**src/rtl/pad_port_pkg.sv**
```systemverilog
package pad_port_pkg;
   localparam int BYTE_W = 8;

   typedef enum logic {
      PORT_A = 1'b0,
      PORT_B = 1'b1
   } port_sel_e;

   // control byte field positions (decoded by the read muxes)
   localparam int CTL_A5_CLR = 0;
   localparam int CTL_TR_DIR = 1;
   localparam int CTL_TH_DIR = 3;
   localparam int CTL_TR_LVL = 5;
   localparam int CTL_TH_LVL = 7;

   localparam logic [BYTE_W-1:0] CTL_RESET = 8'hFF;
   localparam logic [BYTE_W-1:0] IDLE_BYTE = 8'hFF;
endpackage

```
**src/rtl/pad_ctl_reg.sv**
```systemverilog
module pad_ctl_reg
   import pad_port_pkg::*;
#(
   parameter logic [BYTE_W-1:0] RESET_VAL = CTL_RESET
) (
   input  logic              clk,
   input  logic              rst_n,
   input  logic              wr_stb,
   input  logic [BYTE_W-1:0] wr_data,
   output logic [BYTE_W-1:0] ctl_q
);
   always_ff @(posedge clk) begin
      if (!rst_n)      ctl_q <= RESET_VAL;
      else if (wr_stb) ctl_q <= wr_data;
   end

   AST_CTL_LOAD: assert property (@(posedge clk) disable iff (!rst_n)
      wr_stb |=> ctl_q == $past(wr_data));
   AST_CTL_KEEP: assert property (@(posedge clk) disable iff (!rst_n)
      (!wr_stb && $past(rst_n)) |=> $stable(ctl_q));
endmodule

```
**src/rtl/pad_port_a_mux.sv**
```systemverilog
module pad_port_a_mux
   import pad_port_pkg::*;
(
   input  logic [5:0]        p0_btn,
   input  logic [1:0]        p1_btn,
   input  logic              a5_clr,
   output logic [BYTE_W-1:0] byte_a
);
   always_comb begin
      byte_a = ~{p1_btn, p0_btn};
      if (a5_clr) byte_a[5] = 1'b0;
   end

   always_comb begin
      if (a5_clr) assert (byte_a[5] == 1'b0);
   end
endmodule

```
**src/rtl/pad_port_b_mux.sv**
```systemverilog
module pad_port_b_mux
   import pad_port_pkg::*;
(
   input  logic [3:0]        p1_hi_btn,
   input  logic [1:0]        line_dir,   // [1] select line, [0] trigger line; 1 = input
   input  logic [1:0]        line_lvl,   // output level for the same lines
   output logic [BYTE_W-1:0] byte_b
);
   logic [1:0] line_rd;

   // a line set as input floats high; a driven line reads its programmed level
   for (genvar g = 0; g < 2; g++) begin : g_line
      assign line_rd[g] = line_dir[g] | line_lvl[g];
   end

   assign byte_b = {line_rd, 2'b11, ~p1_hi_btn};
endmodule

```
**src/rtl/pad_port_reader.sv**
```systemverilog
module pad_port_reader
   import pad_port_pkg::*;
#(
   parameter int unsigned       PAD_W     = 8,
   parameter bit                REG_OUT   = 1'b1,
   parameter logic [BYTE_W-1:0] CTL_INIT  = CTL_RESET
) (
   input  logic              clk,
   input  logic              rst_n,
   input  logic [PAD_W-1:0]  pad0_btn,
   input  logic [PAD_W-1:0]  pad1_btn,
   input  logic              wr_stb,
   input  logic [BYTE_W-1:0] wr_data,
   input  logic              rd_stb,
   input  logic              rd_sel,
   output logic [BYTE_W-1:0] rd_data
);
   if (PAD_W < 6) begin : g_bad_w
      $error("pad_port_reader: PAD_W must be at least 6");
   end

   logic [BYTE_W-1:0] ctl_q;
   logic [BYTE_W-1:0] byte_a;
   logic [BYTE_W-1:0] byte_b;
   logic [BYTE_W-1:0] byte_sel;
   port_sel_e         sel;

   assign sel = port_sel_e'(rd_sel);

   pad_ctl_reg #(.RESET_VAL(CTL_INIT)) u_ctl (
      .clk     (clk),
      .rst_n   (rst_n),
      .wr_stb  (wr_stb),
      .wr_data (wr_data),
      .ctl_q   (ctl_q)
   );

   pad_port_a_mux u_a (
      .p0_btn (pad0_btn[5:0]),
      .p1_btn (pad1_btn[1:0]),
      .a5_clr (ctl_q[CTL_A5_CLR]),
      .byte_a (byte_a)
   );

   pad_port_b_mux u_b (
      .p1_hi_btn (pad1_btn[5:2]),
      .line_dir  ({ctl_q[CTL_TH_DIR], ctl_q[CTL_TR_DIR]}),
      .line_lvl  ({ctl_q[CTL_TH_LVL], ctl_q[CTL_TR_LVL]}),
      .byte_b    (byte_b)
   );

   assign byte_sel = (sel == PORT_B) ? byte_b : byte_a;

   // control bits with no read-back role
   logic unused_ctl;
   assign unused_ctl = ^{ctl_q[6], ctl_q[4], ctl_q[2]};

   if (PAD_W > 6) begin : g_wide
      logic unused_pad;
      assign unused_pad = ^{pad0_btn[PAD_W-1:6], pad1_btn[PAD_W-1:6]};
   end

   if (REG_OUT) begin : g_reg
      logic [BYTE_W-1:0] rd_q;
      always_ff @(posedge clk) begin
         if (!rst_n)      rd_q <= IDLE_BYTE;
         else if (rd_stb) rd_q <= byte_sel;
      end
      assign rd_data = rd_q;

      AST_RD_HOLD: assert property (@(posedge clk) disable iff (!rst_n)
         (!rd_stb && $past(rst_n)) |=> $stable(rd_data));
      AST_B_FIXED: assert property (@(posedge clk) disable iff (!rst_n)
         (rd_stb && rd_sel) |=> rd_data[5:4] == 2'b11);
      AST_TH_FLOAT: assert property (@(posedge clk) disable iff (!rst_n)
         (rd_stb && rd_sel && ctl_q[CTL_TH_DIR]) |=> rd_data[7]);
      AST_TR_FLOAT: assert property (@(posedge clk) disable iff (!rst_n)
         (rd_stb && rd_sel && ctl_q[CTL_TR_DIR]) |=> rd_data[6]);
      AST_A5_CLEAR: assert property (@(posedge clk) disable iff (!rst_n)
         (rd_stb && !rd_sel && ctl_q[CTL_A5_CLR]) |=> !rd_data[5]);
   end else begin : g_comb
      assign rd_data = byte_sel;
   end
endmodule

```
**config.mk**
```make
export PLATFORM = sky130hd
export DESIGN_NAME = pad_port_reader
export DESIGN_NICKNAME = d
export VERILOG_FILES = /design/src/rtl/pad_port_pkg.sv /design/src/rtl/pad_ctl_reg.sv /design/src/rtl/pad_port_a_mux.sv /design/src/rtl/pad_port_b_mux.sv /design/src/rtl/pad_port_reader.sv
export SDC_FILE = /design/constraint.sdc
export NUM_CORES = 1
export LEC_CHECK = 0
export CELL_PAD_IN_SITES_DETAIL_PLACEMENT = 2
export CELL_PAD_IN_SITES_GLOBAL_PLACEMENT = 2
export CORE_MARGIN = 2
export CORE_UTILIZATION = 18
export DETAILED_ROUTE_END_ITERATION = 10
export MAX_ROUTING_LAYER = met4
export PLACE_DENSITY_LB_ADDON = 0.05
export SLEW_MARGIN = 20
export SYNTH_ARGS = -nofsm -noshare
export SYNTH_HDL_FRONTEND = slang
export SYNTH_SLANG_ARGS = --single-unit
```
**constraint.sdc**
```tcl
create_clock -name clk -period 1.02 [get_ports clk]
set_clock_uncertainty 0.1 [all_clocks]
set_input_delay 0.204 -clock clk [delete_from_list [all_inputs] [get_ports clk]]
set_output_delay 0.204 -clock clk [all_outputs]
set_load 0.005 [all_outputs]
```
* Word level (Yosys, flattened, before mapping)
Cells that the tools add are included.
** Storage, ports and cells
- Flip-flop bits (word level) :: 16
- Bits of input ports :: 29
- Output and inout bits :: 8
- Word-level logic and storage cells :: 8
** Operators by class
- Multiplexer cells :: 2
- Bitwise gates (word level) :: 4
** Operator list (number)
- 2-to-1 mux 8 bit :: 1
- NOT 8 bit :: 1
- NOT 4 bit :: 1
- OR 1 bit :: 2
- 2-to-1 mux 1 bit :: 1

* Logic depth before layout (Yosys ltp)
Gate-level depths: netlist of the first run.
- Depth in word-level cells :: 3
- Depth in mapped cells :: 4
- Gate-level depth less buffers :: 3

* By module
From an unflattened synthesis of the first run, not the netlist that was laid out.
** Second synthesis, totals
- Cell total of the unflattened synthesis :: 80
- Area, all modules :: 773.2 sq um
** By module, submodules not included
- pad_port_reader :: times used 1, cells each 37, area an instance 411.6 sq um, seq. area each 160.2 sq um
- pad_ctl_reg :: times used 1, cells each 26, area an instance 285.3 sq um, seq. area each 160.2 sq um
- pad_port_b_mux :: times used 1, cells each 9, area an instance 46.3 sq um, seq. area each 0.0 sq um
- pad_port_a_mux :: times used 1, cells each 8, area an instance 30.0 sq um, seq. area each 0.0 sq um

* Worst setup path after synthesis of the first run
No wires, ideal clock.
- Kind :: input to register
- Start :: in rd_sel
- End :: reg g_reg.rd_q[4], in the netlist rd_data[4]
- Library setup time :: 0.119 ns
- Arrival :: 0.616 ns
- Required time :: 0.801 ns
- Setup slack :: 0.186 ns
- Stages :: 4
- Path buffers :: 1
- Path through :: buf_6 > nand2b_1 > o22ai_1 > nand2_1
** On the way
- Cells in the longest elaborated chain, start to end :: 1
** Ends and longest elaborated chain
- from (decl) :: line pad_port_reader.sv:15 : input logic rd_sel,
- 2-to-1 mux 8 bit :: line pad_port_reader.sv:52 : assign byte_sel = (sel == PORT_B) ? byte_b : byte_a;
- to (signal assigned) :: line pad_port_reader.sv:67 : else if (rd_stb) rd_q <= byte_sel;
- to (decl) :: line pad_port_reader.sv:64 : logic [BYTE_W-1:0] rd_q;
Every way passes these cells.
A chain may end at the register's enable or synchronous reset.

* Final worst setup path of the first run
- Start :: reg g_reg.rd_q[7], in the netlist rd_data[7]
- End :: out rd_data[7]
** RTL lines
- to (decl) :: line pad_port_reader.sv:16 : output logic [BYTE_W-1:0] rd_data
No word-level cell between the ends.

==> reports/results.ini, run 1 <==
[logic_synthesis]
yosys.area.top_type=dfxtp_1
synth_top_area_share=0.470
ys_ff_latch=13
syn-cell-area_sq_um=554
ys_seq_area_frac=0.470
synth_common_cells=dfxtp_1, mux2i_1, nand2_1
synthFlopType=dfxtp_1
synth-xor-area-share=0
synth_nets=85
synth_cells=56
synth_compound_area_frac=0.0722
async_reset_ff_frac=0
synthDistinctLibCells=13
synth_area_per_cell_sq_um=9.90
yosys.area_share.simple=0.138
synthTopCellsByArea=dfxtp_1, mux2i_1, nand2_1
synth_fa_ha_area_frac=0
synth.area.mux_share=0.235
synth_edf_count=0
yosysWarnings=0
synth_top_family_by_area=multiplexers

[drt]
via_per_inst=4.17
avgRoutedWirePerCell_um=11.9
postRouteAntennaNets=0
drt-pass1-iter-count=2
totalWireLength_mm=1.50
vias=525
drt_iter0_markers=2
drc_errors=0

[critical_path]
crit_start=rd_data[7]$_SDFFE_PN1P_
worstRegToRegCells=2
timing.rr.end=rd_data[6]$_SDFFE_PN1P_
worstPathBufferInverterCount=1
critPathCaptureType=primary output
cp.depth=1
rrSetupSlack_ns=0.14
cpPeakStageDelay_ns=0.33
crit_end=rd_data[7]
critPathKind=flop to primary output
arrival_ns=0.71
timing.rr.start=u_ctl.ctl_q[5]$_SDFFE_PN1P_
path_max_fanout=2
crit_family=flip-flops
crit_required_ns=0.72
crit_path_start_kind=flop
cp_cell_sequence=buf_2
cp_slowest_cell=dfxtp_2

[global_routing]
gr-usage-all-layers=0.0983
first_global_vias=571
grt_max_degree=12
grt_first_pass_wirelength_mm=2.49
gr-total-overflow=0
antenna_found_initial=0

[clock_tree]
cts_buffer_depth=2
insertion_delay_ns=0.27
cts_tree=yes
ctsHtreeMaxLevel=1
post-cts-setup-buffers=0
cts_buffers=3
cts-root-buf=clkbuf_4
numClockSinks=13
cts.clk_slew.worst_paths_ns=0.08

[floorplan]
fp.dieH_um=59.5
die_width_um=59.5
rows=20
coreArea_sq_um=2980
start_util=0.186
die_area_sq_um=3540
ios=37

[sta]
slew_viol_final=0
worst_slack_ns=0.00252
hold_viol_final=0
timing.final.crit_share=0.998
setup_viol=0
holdWs_ns=0.207
relSlewSlack=0.826
rsz0062_at_grt=yes
tightest_slew_ns=0.261
setup_tns_ns=0
min_period_ns=1.02
clock.fmax_mhz=983

[status]
outcome=finished clean

[cells_and_area]
drive_above_1_share=0.312
final_nets=123
syn_to_final_growth_pct=69.3
final_cells=126
diodes=0

[worst_hold_path]
hp-class=input port to flop
hold_start=wr_stb

[placement]
globalplace.congestion=0.662
post-place-ws_ns=-0.360
dp_hpwl_mm=1.19
dpl.cell_count=122
port_buffers=29

[power_and_ir_drop]
total_power_mw=1.11
p_leak_nw=0.428
pwr_density_cell_nw_per_um2=1180
ir_drop_mv=0.400

[flow_run]
cap_violations=0

kinds of logic (layout without fill, tap and decap cells):
| group | after synthesis | count (layout) |
|---|---|---|
| DFF | 13 | 13 |
| buffers and inverters | 9 | 46 |
| muxes | 13 | 13 |
| AOI/OAI and AO/OA | 6 | 6 |
| and+or+nand+nor | 15 | 15 |
metal layers:
layer / share of wire / routed length, um / vias up / GRT usage
met5: 0 / 0 / - / -
met4: 0.010 / 15 / 0 / 0.0476
met3: 0.070 / 105 / 2 / 0.0197
met2: 0.48 / 727 / 14 / 0.160
met1: 0.44 / 654 / 248 / 0.115
li1: - / - / 261 / -
metrics by stage:
| stage | util | cell area, sq um |
|---|---|---|
| after floorplan | - | 554 |
| after CTS | 0.312 | 930 |
| final | 0.315 | 938 |
| after global placement | 0.312 | 930 |
| after detailed placement | 0.312 | 930 |
| after global routing | 0.315 | 938 |
registers in the layout (all words and copies together), names as in the netlist:
signal / cells
rd_data: 8
u_ctl.ctl_q: 5
layout by cell type, fill, tap and decap left out:
master and count:
dlygate4sd2_1 3, clkbuf_4 3, clkdlybuf4s50_1 17, inv_1 5, o21ai_1 2, buf_12 1, dlymetal6s2s_1 1, o221ai_1 2
buf_4 5, clkbuf_1 1, buf_6 3, nor2_1 1, dfxtp_2 8, buf_2 7, nand2b_1 1, nand2_1 11
nor3b_2 2, dfxtp_1 5, mux2i_1 13, o22ai_1 2
layout make-up:
type,count,area [sq um]
fill,326,2040
timing repair buffer,37,335
sequential,13,270
multi-input combinational,34,246
tap,33,41.3
clock buffer,4,26.3
inverter,5,18.8
power breakdown:
part	switching (mW)	internal, mW	leakage, nW
sequential	0.0174	0.543	0.105
combinational	0.0761	0.147	0.308
clock	0.172	0.151	0.0150
how the worst min path moves through the flow:
stage                                        endpoint  cells past startpoint
after floorplan           u_ctl.ctl_q[5]$_SDFFE_PN1P_                      1
after global placement        rd_data[3]$_SDFFE_PN1P_                      2
after detailed placement      rd_data[3]$_SDFFE_PN1P_                      2
after CTS                 u_ctl.ctl_q[5]$_SDFFE_PN1P_                      2
after global routing      u_ctl.ctl_q[1]$_SDFFE_PN1P_                      4
final                     u_ctl.ctl_q[1]$_SDFFE_PN1P_                      4
tightest hold or removal path, delay by kind of cell:
family | cells | cell delay (ns)
AND/OR/NAND/NOR | 1 | 0.06
buffers and inverters | 2 | 0.23
multiplexers | 1 | 0.06
timing repair:
| item | in CTS | in global routing |
|---|---|---|
| pin swaps | 0 | 0 |
| setup endpoints to repair | 19 | 13 |
| hold buffers | 0 | 0 |
| resized for setup | 45 | 2 |
Note: power is estimated with default switching activity, not from simulation.
==> inputs of run 2 (changes only) <==
CORE_UTILIZATION = 16   (was 18)
clock period = 0.85 ns   (was 1.02 ns; I/O delays follow)
==> run 2 against run 1 <==
Net effect: the run now ends with negative setup slack left; cell area is 10% higher; utilization decreased by 0.58 points; critical path type unchanged; first-iteration DRC count grew to 5.0 times the previous value; sequential power is 21% higher; sequential share of layout area down 2.3 points; critical endpoint is now rd_data[5]; global-route usage rose by 0.21 points; largest cell class unchanged; total power increased by 24%; clock power increased by 20%; via count rose by 2.1%.
==> reports/results.ini, run 2 (synthesized netlist as in run 1, its figures left out) <==
[drt]
totalWireLength_mm=1.74
drt_iter0_markers=10
vias=536
drc_errors=0
drt-pass1-iter-count=3
avgRoutedWirePerCell_um=12.4
postRouteAntennaNets=0
via_per_inst=3.83

[critical_path]
cp_cell_sequence=buf_2
rrSetupSlack_ns=-0.01
worstRegToRegCells=2
critPathCaptureType=primary output
crit_required_ns=0.58
timing.rr.start=u_ctl.ctl_q[1]$_SDFFE_PN1P_
crit_start=rd_data[5]$_SDFFE_PN1P_
crit_path_start_kind=flop
path_max_fanout=2
arrival_ns=0.72
cp.depth=1
crit_end=rd_data[5]
cpPeakStageDelay_ns=0.33
crit_family=flip-flops
timing.rr.end=rd_data[6]$_SDFFE_PN1P_
critPathKind=flop to primary output
worstPathBufferInverterCount=1
cp_slowest_cell=dfxtp_2

[sta]
clock.fmax_mhz=1010
worst_slack_ns=-0.138
min_period_ns=0.988
relSlewSlack=0.811
slew_viol_final=0
timing.final.crit_share=1.16
hold_viol_final=0
tightest_slew_ns=0.284
rsz0062_at_grt=yes
setup_tns_ns=-1.06
setup_viol=9

[global_routing]
grt_use_met1=0.122
gr-usage-all-layers=0.100
gr-usage-met2=0.151
grt_max_degree=8
antenna_found_initial=0
grt_first_pass_wirelength_mm=2.86
first_global_vias=592
grt_use_met3=0.0360
grt.busiest_layer=met2
gr-total-overflow=0

[clock_tree]
cts.clk_slew.worst_paths_ns=0.08
ctsHtreeMaxLevel=1
cts_buffer_depth=2
numClockSinks=13
cts-root-buf=clkbuf_4
cts_tree=yes
cts_buffers=3
cts_hold_buf=0
insertion_delay_ns=0.27

[placement]
dpl.cell_count=133
port_buffers=29
dp_hpwl_mm=1.28
globalplace.congestion=0.647

[flow_run]
cap_violations=0

[cells_and_area]
diodes=0
final_cell_mix=mux2i_1, nand2_1, dfxtp_2
seq_area_sq_um=274
final_common_cell=mux2i_1
postLayoutCoreUtil=0.309
drive_above_1_share=0.394
fill_cells=377
multi_input_area_sq_um=263
largest_register_ffs=8
syn_to_final_growth_pct=86.2
final_nets=124
final_cells=140

[floorplan]
start_util=0.166
fp.dieH_um=62.9
coreArea_sq_um=3340
ios=37
rows=21
die_area_sq_um=3950
die_width_um=62.9

[worst_hold_path]
hp-class=input port to flop
hold_start=pad0_btn[0]

[power_and_ir_drop]
ir_drop_mv=0.597
pwr_density_cell_nw_per_um2=1330
p_leak_nw=0.509

[status]
violations=negative setup slack
outcome=finished, violations left

-- run 2: changes by cell type in the layout (fill, tap and decap cells not counted), sizes merged --
cell           previous run  this run
clkbuf                    4         5
clkdlybuf4s50            17        10
bufbuf                    0         1
clkdlybuf4s15             0         1
dlymetal6s2s              1         6
-- run 2: worst min-delay path by stage --
stage / end / slack [ns] / cells past startpoint
3_5_place_dp: u_ctl.ctl_q[0]$_SDFFE_PN1P_ / 0.37 / 2
3_3_place_gp: rd_data[3]$_SDFFE_PN1P_ / 0.36 / 2
4_1_cts: u_ctl.ctl_q[5]$_SDFFE_PN1P_ / 0.22 / 2
5_1_grt: rd_data[1]$_SDFFE_PN1P_ / 0.23 / 4
6_report: rd_data[0]$_SDFFE_PN1P_ / 0.17 / 4
2_1_floorplan: u_ctl.ctl_q[5]$_SDFFE_PN1P_ / 0.13 / 1
-- run 2: timing repair --
action | 4_1_cts | 5_1_grt
gates resized for setup | 55 | 13
cloned | 2 | 0
pin swaps | 4 | 3
endpoints found under the setup margin | 21 | 15
buffers inserted | 1 | 0
-- run 2: metrics by stage --
stage / cell area [sq um] / power [mW] / hold slack [ns] / setup WS (ns)
CTS: 992 / 1.40 / 0.218 / -0.163
global placement: 931 / 0.971 / 0.358 / -0.479
floorplan: 554 / 0.784 / 0.132 / 0.0497
global route: 1030 / 1.47 / 0.225 / -0.181
detailed placement: 931 / 0.975 / 0.374 / -0.536
finish: 1030 / 1.37 / 0.173 / -0.138
-- run 2: cell type report --
type | instances | area share
tap | 46 | 0.0558
timing repair buffer | 38 | 0.381
multi-input combinational | 34 | 0.255
inverter | 5 | 0.0182
sequential | 13 | 0.265
clock buffer | 4 | 0.0255
-- run 2: where the power goes --
group	total [mW]	switching [mW]	internal, mW
Combinational	0.301	0.102	0.200
Clock	0.389	0.208	0.182
Sequential	0.678	0.0249	0.653
-- run 2: routing by layer --
metal | vias up | part of all wire
met1 | 253 | 0.46
met3 | 2 | 0.055
met4 | 0 | 0.0075
met2 | 17 | 0.48
li1 | 264 | -
met5 | - | 0
==> inputs of run 3 (changes only) <==
CORE_ASPECT_RATIO = 0.9   (was unset)
==> run 3 against run 2 <==
Net effect: the flow still finishes with violations (negative setup slack); maximum frequency increased by 4.6%; sequential share of layout area grew 1.0 points; global-route usage is 0.87 points lower; register-to-register slack better by 0.03 ns; cell area down 4.1%; routed wire length fell by 12%; non-clock buffer count grew 1; worst setup slack gained 0.044 ns; largest cell class unchanged; largest power group unchanged.
==> reports/results.ini, run 3 (synthesized netlist as in run 1, its figures left out) <==
[global_routing]
grt_first_pass_wirelength_mm=2.55
first_global_vias=528
gr-total-overflow=0
antenna_found_initial=0
gr-usage-all-layers=0.0917
grt_max_degree=8

[drt]
via_per_inst=3.85
postRouteAntennaNets=0
totalWireLength_mm=1.53
drt-pass1-iter-count=2
drc_errors=0
vias=535
drt_iter0_markers=25
avgRoutedWirePerCell_um=11.0

[cells_and_area]
seq_area_sq_um=273
drive_above_1_share=0.389
final_cell_mix=mux2i_1, nand2_1, dlygate4sd2_1
postLayoutCoreUtil=0.295
syn_to_final_growth_pct=78.6
diodes=0
multi_input_area_sq_um=258
fill_cells=393
final_common_cell=mux2i_1
final_nets=125
largest_register_ffs=8
final_cells=139

[floorplan]
start_util=0.165
coreArea_sq_um=3350
die_width_um=66.0
rows=20
die_area_sq_um=3950
fp.dieH_um=59.8
ios=37

[clock_tree]
cts-root-buf=clkbuf_8
ctsHtreeMaxLevel=1
post-cts-setup-buffers=0
cts_tree=yes
cts.clk_slew.worst_paths_ns=0.06
insertion_delay_ns=0.24
cts_hold_buf=0
numClockSinks=13
cts_buffers=3
cts_buffer_depth=2

[placement]
post-place-ws_ns=-0.536
dp_hpwl_mm=1.24
port_buffers=29
dpl.cell_count=135
globalplace.congestion=0.632

[sta]
holdWs_ns=0.177
min_period_ns=0.945
relSlewSlack=0.889
timing.final.crit_share=1.11
hold_viol_final=0
setup_viol=8
rsz0062_at_grt=yes
worst_slack_ns=-0.0945
tightest_slew_ns=0.163
clock.fmax_mhz=1060
slew_viol_final=0

[critical_path]
timing.rr.start=rd_data[2]$_SDFFE_PN1P_
cp.depth=1
cp_cell_sequence=buf_2
critPathCaptureType=primary output
arrival_ns=0.67
crit_family=flip-flops
crit_end=rd_data[4]
crit_start=rd_data[4]$_SDFFE_PN1P_
crit_required_ns=0.58
timing.rr.end=rd_data[2]$_SDFFE_PN1P_
crit_path_start_kind=flop
worstRegToRegCells=3
rrSetupSlack_ns=0.02
path_max_fanout=2
cpPeakStageDelay_ns=0.32
worstPathBufferInverterCount=1
critPathKind=flop to primary output
cp_slowest_cell=dfxtp_2

[power_and_ir_drop]
p_leak_nw=0.465
pwr_density_cell_nw_per_um2=1520
ir_drop_mv=0.717
total_power_mw=1.50

[worst_hold_path]
hp-class=input port to flop
worst_hold_path.num_cells=4

[flow_run]
cap_violations=0

[status]
violations=negative setup slack
outcome=finished, violations left

## run 3: layer usage
metal  GRT usage  routed length, um  vias to the layer above  share of wire
met5           -                  0                        -              0
met4      0.0262                  0                        0              0
met3      0.0414                113                        0          0.074
met2       0.137                684                       18           0.45
met1       0.112                736                      253           0.48
li1            -                  -                      264              -
## run 3: repair_timing
item                       in CTS  in global routing
gates cloned                    0                  0
resized for setup              60                 10
setup endpoints to repair      21                 15
pin swaps                       8                  4
## run 3: worst min path at each step
| stage | startpoint | to |
|---|---|---|
| 2_1_floorplan | rst_n | u_ctl.ctl_q[5]$_SDFFE_PN1P_ |
| 3_3_place_gp | rd_data[0]$_SDFFE_PN1P_ | rd_data[0]$_SDFFE_PN1P_ |
| 3_5_place_dp | rd_data[0]$_SDFFE_PN1P_ | rd_data[0]$_SDFFE_PN1P_ |
| 4_1_cts | rst_n | rd_data[6]$_SDFFE_PN1P_ |
| 5_1_grt | rd_stb | rd_data[4]$_SDFFE_PN1P_ |
| 6_report | rd_stb | rd_data[5]$_SDFFE_PN1P_ |
## run 3: metrics by stage
| step | cell area (sq um) | TNS, ns |
|---|---|---|
| 3_3_place_gp | 946 | -7.68 |
| 3_5_place_dp | 946 | -7.91 |
| 2_1_floorplan | 554 | 0 |
| 6_report | 990 | -0.707 |
| 5_1_grt | 990 | -1.03 |
| 4_1_cts | 968 | -0.819 |
## run 3: area by class of cell
cell class / count / share of cell area
repair buffers: 39 / 0.344
flip-flops and latches: 13 / 0.276
multi-input cells: 34 / 0.260
well taps: 44 / 0.0556
clock buffers: 4 / 0.0455
inverters: 5 / 0.0190
## run 3: power breakdown
| part | internal (mW) | switching [mW] |
|---|---|---|
| combinational | 0.177 | 0.0950 |
| sequential | 0.654 | 0.0228 |
| clock | 0.331 | 0.220 |
| total | 1.16 | 0.338 |
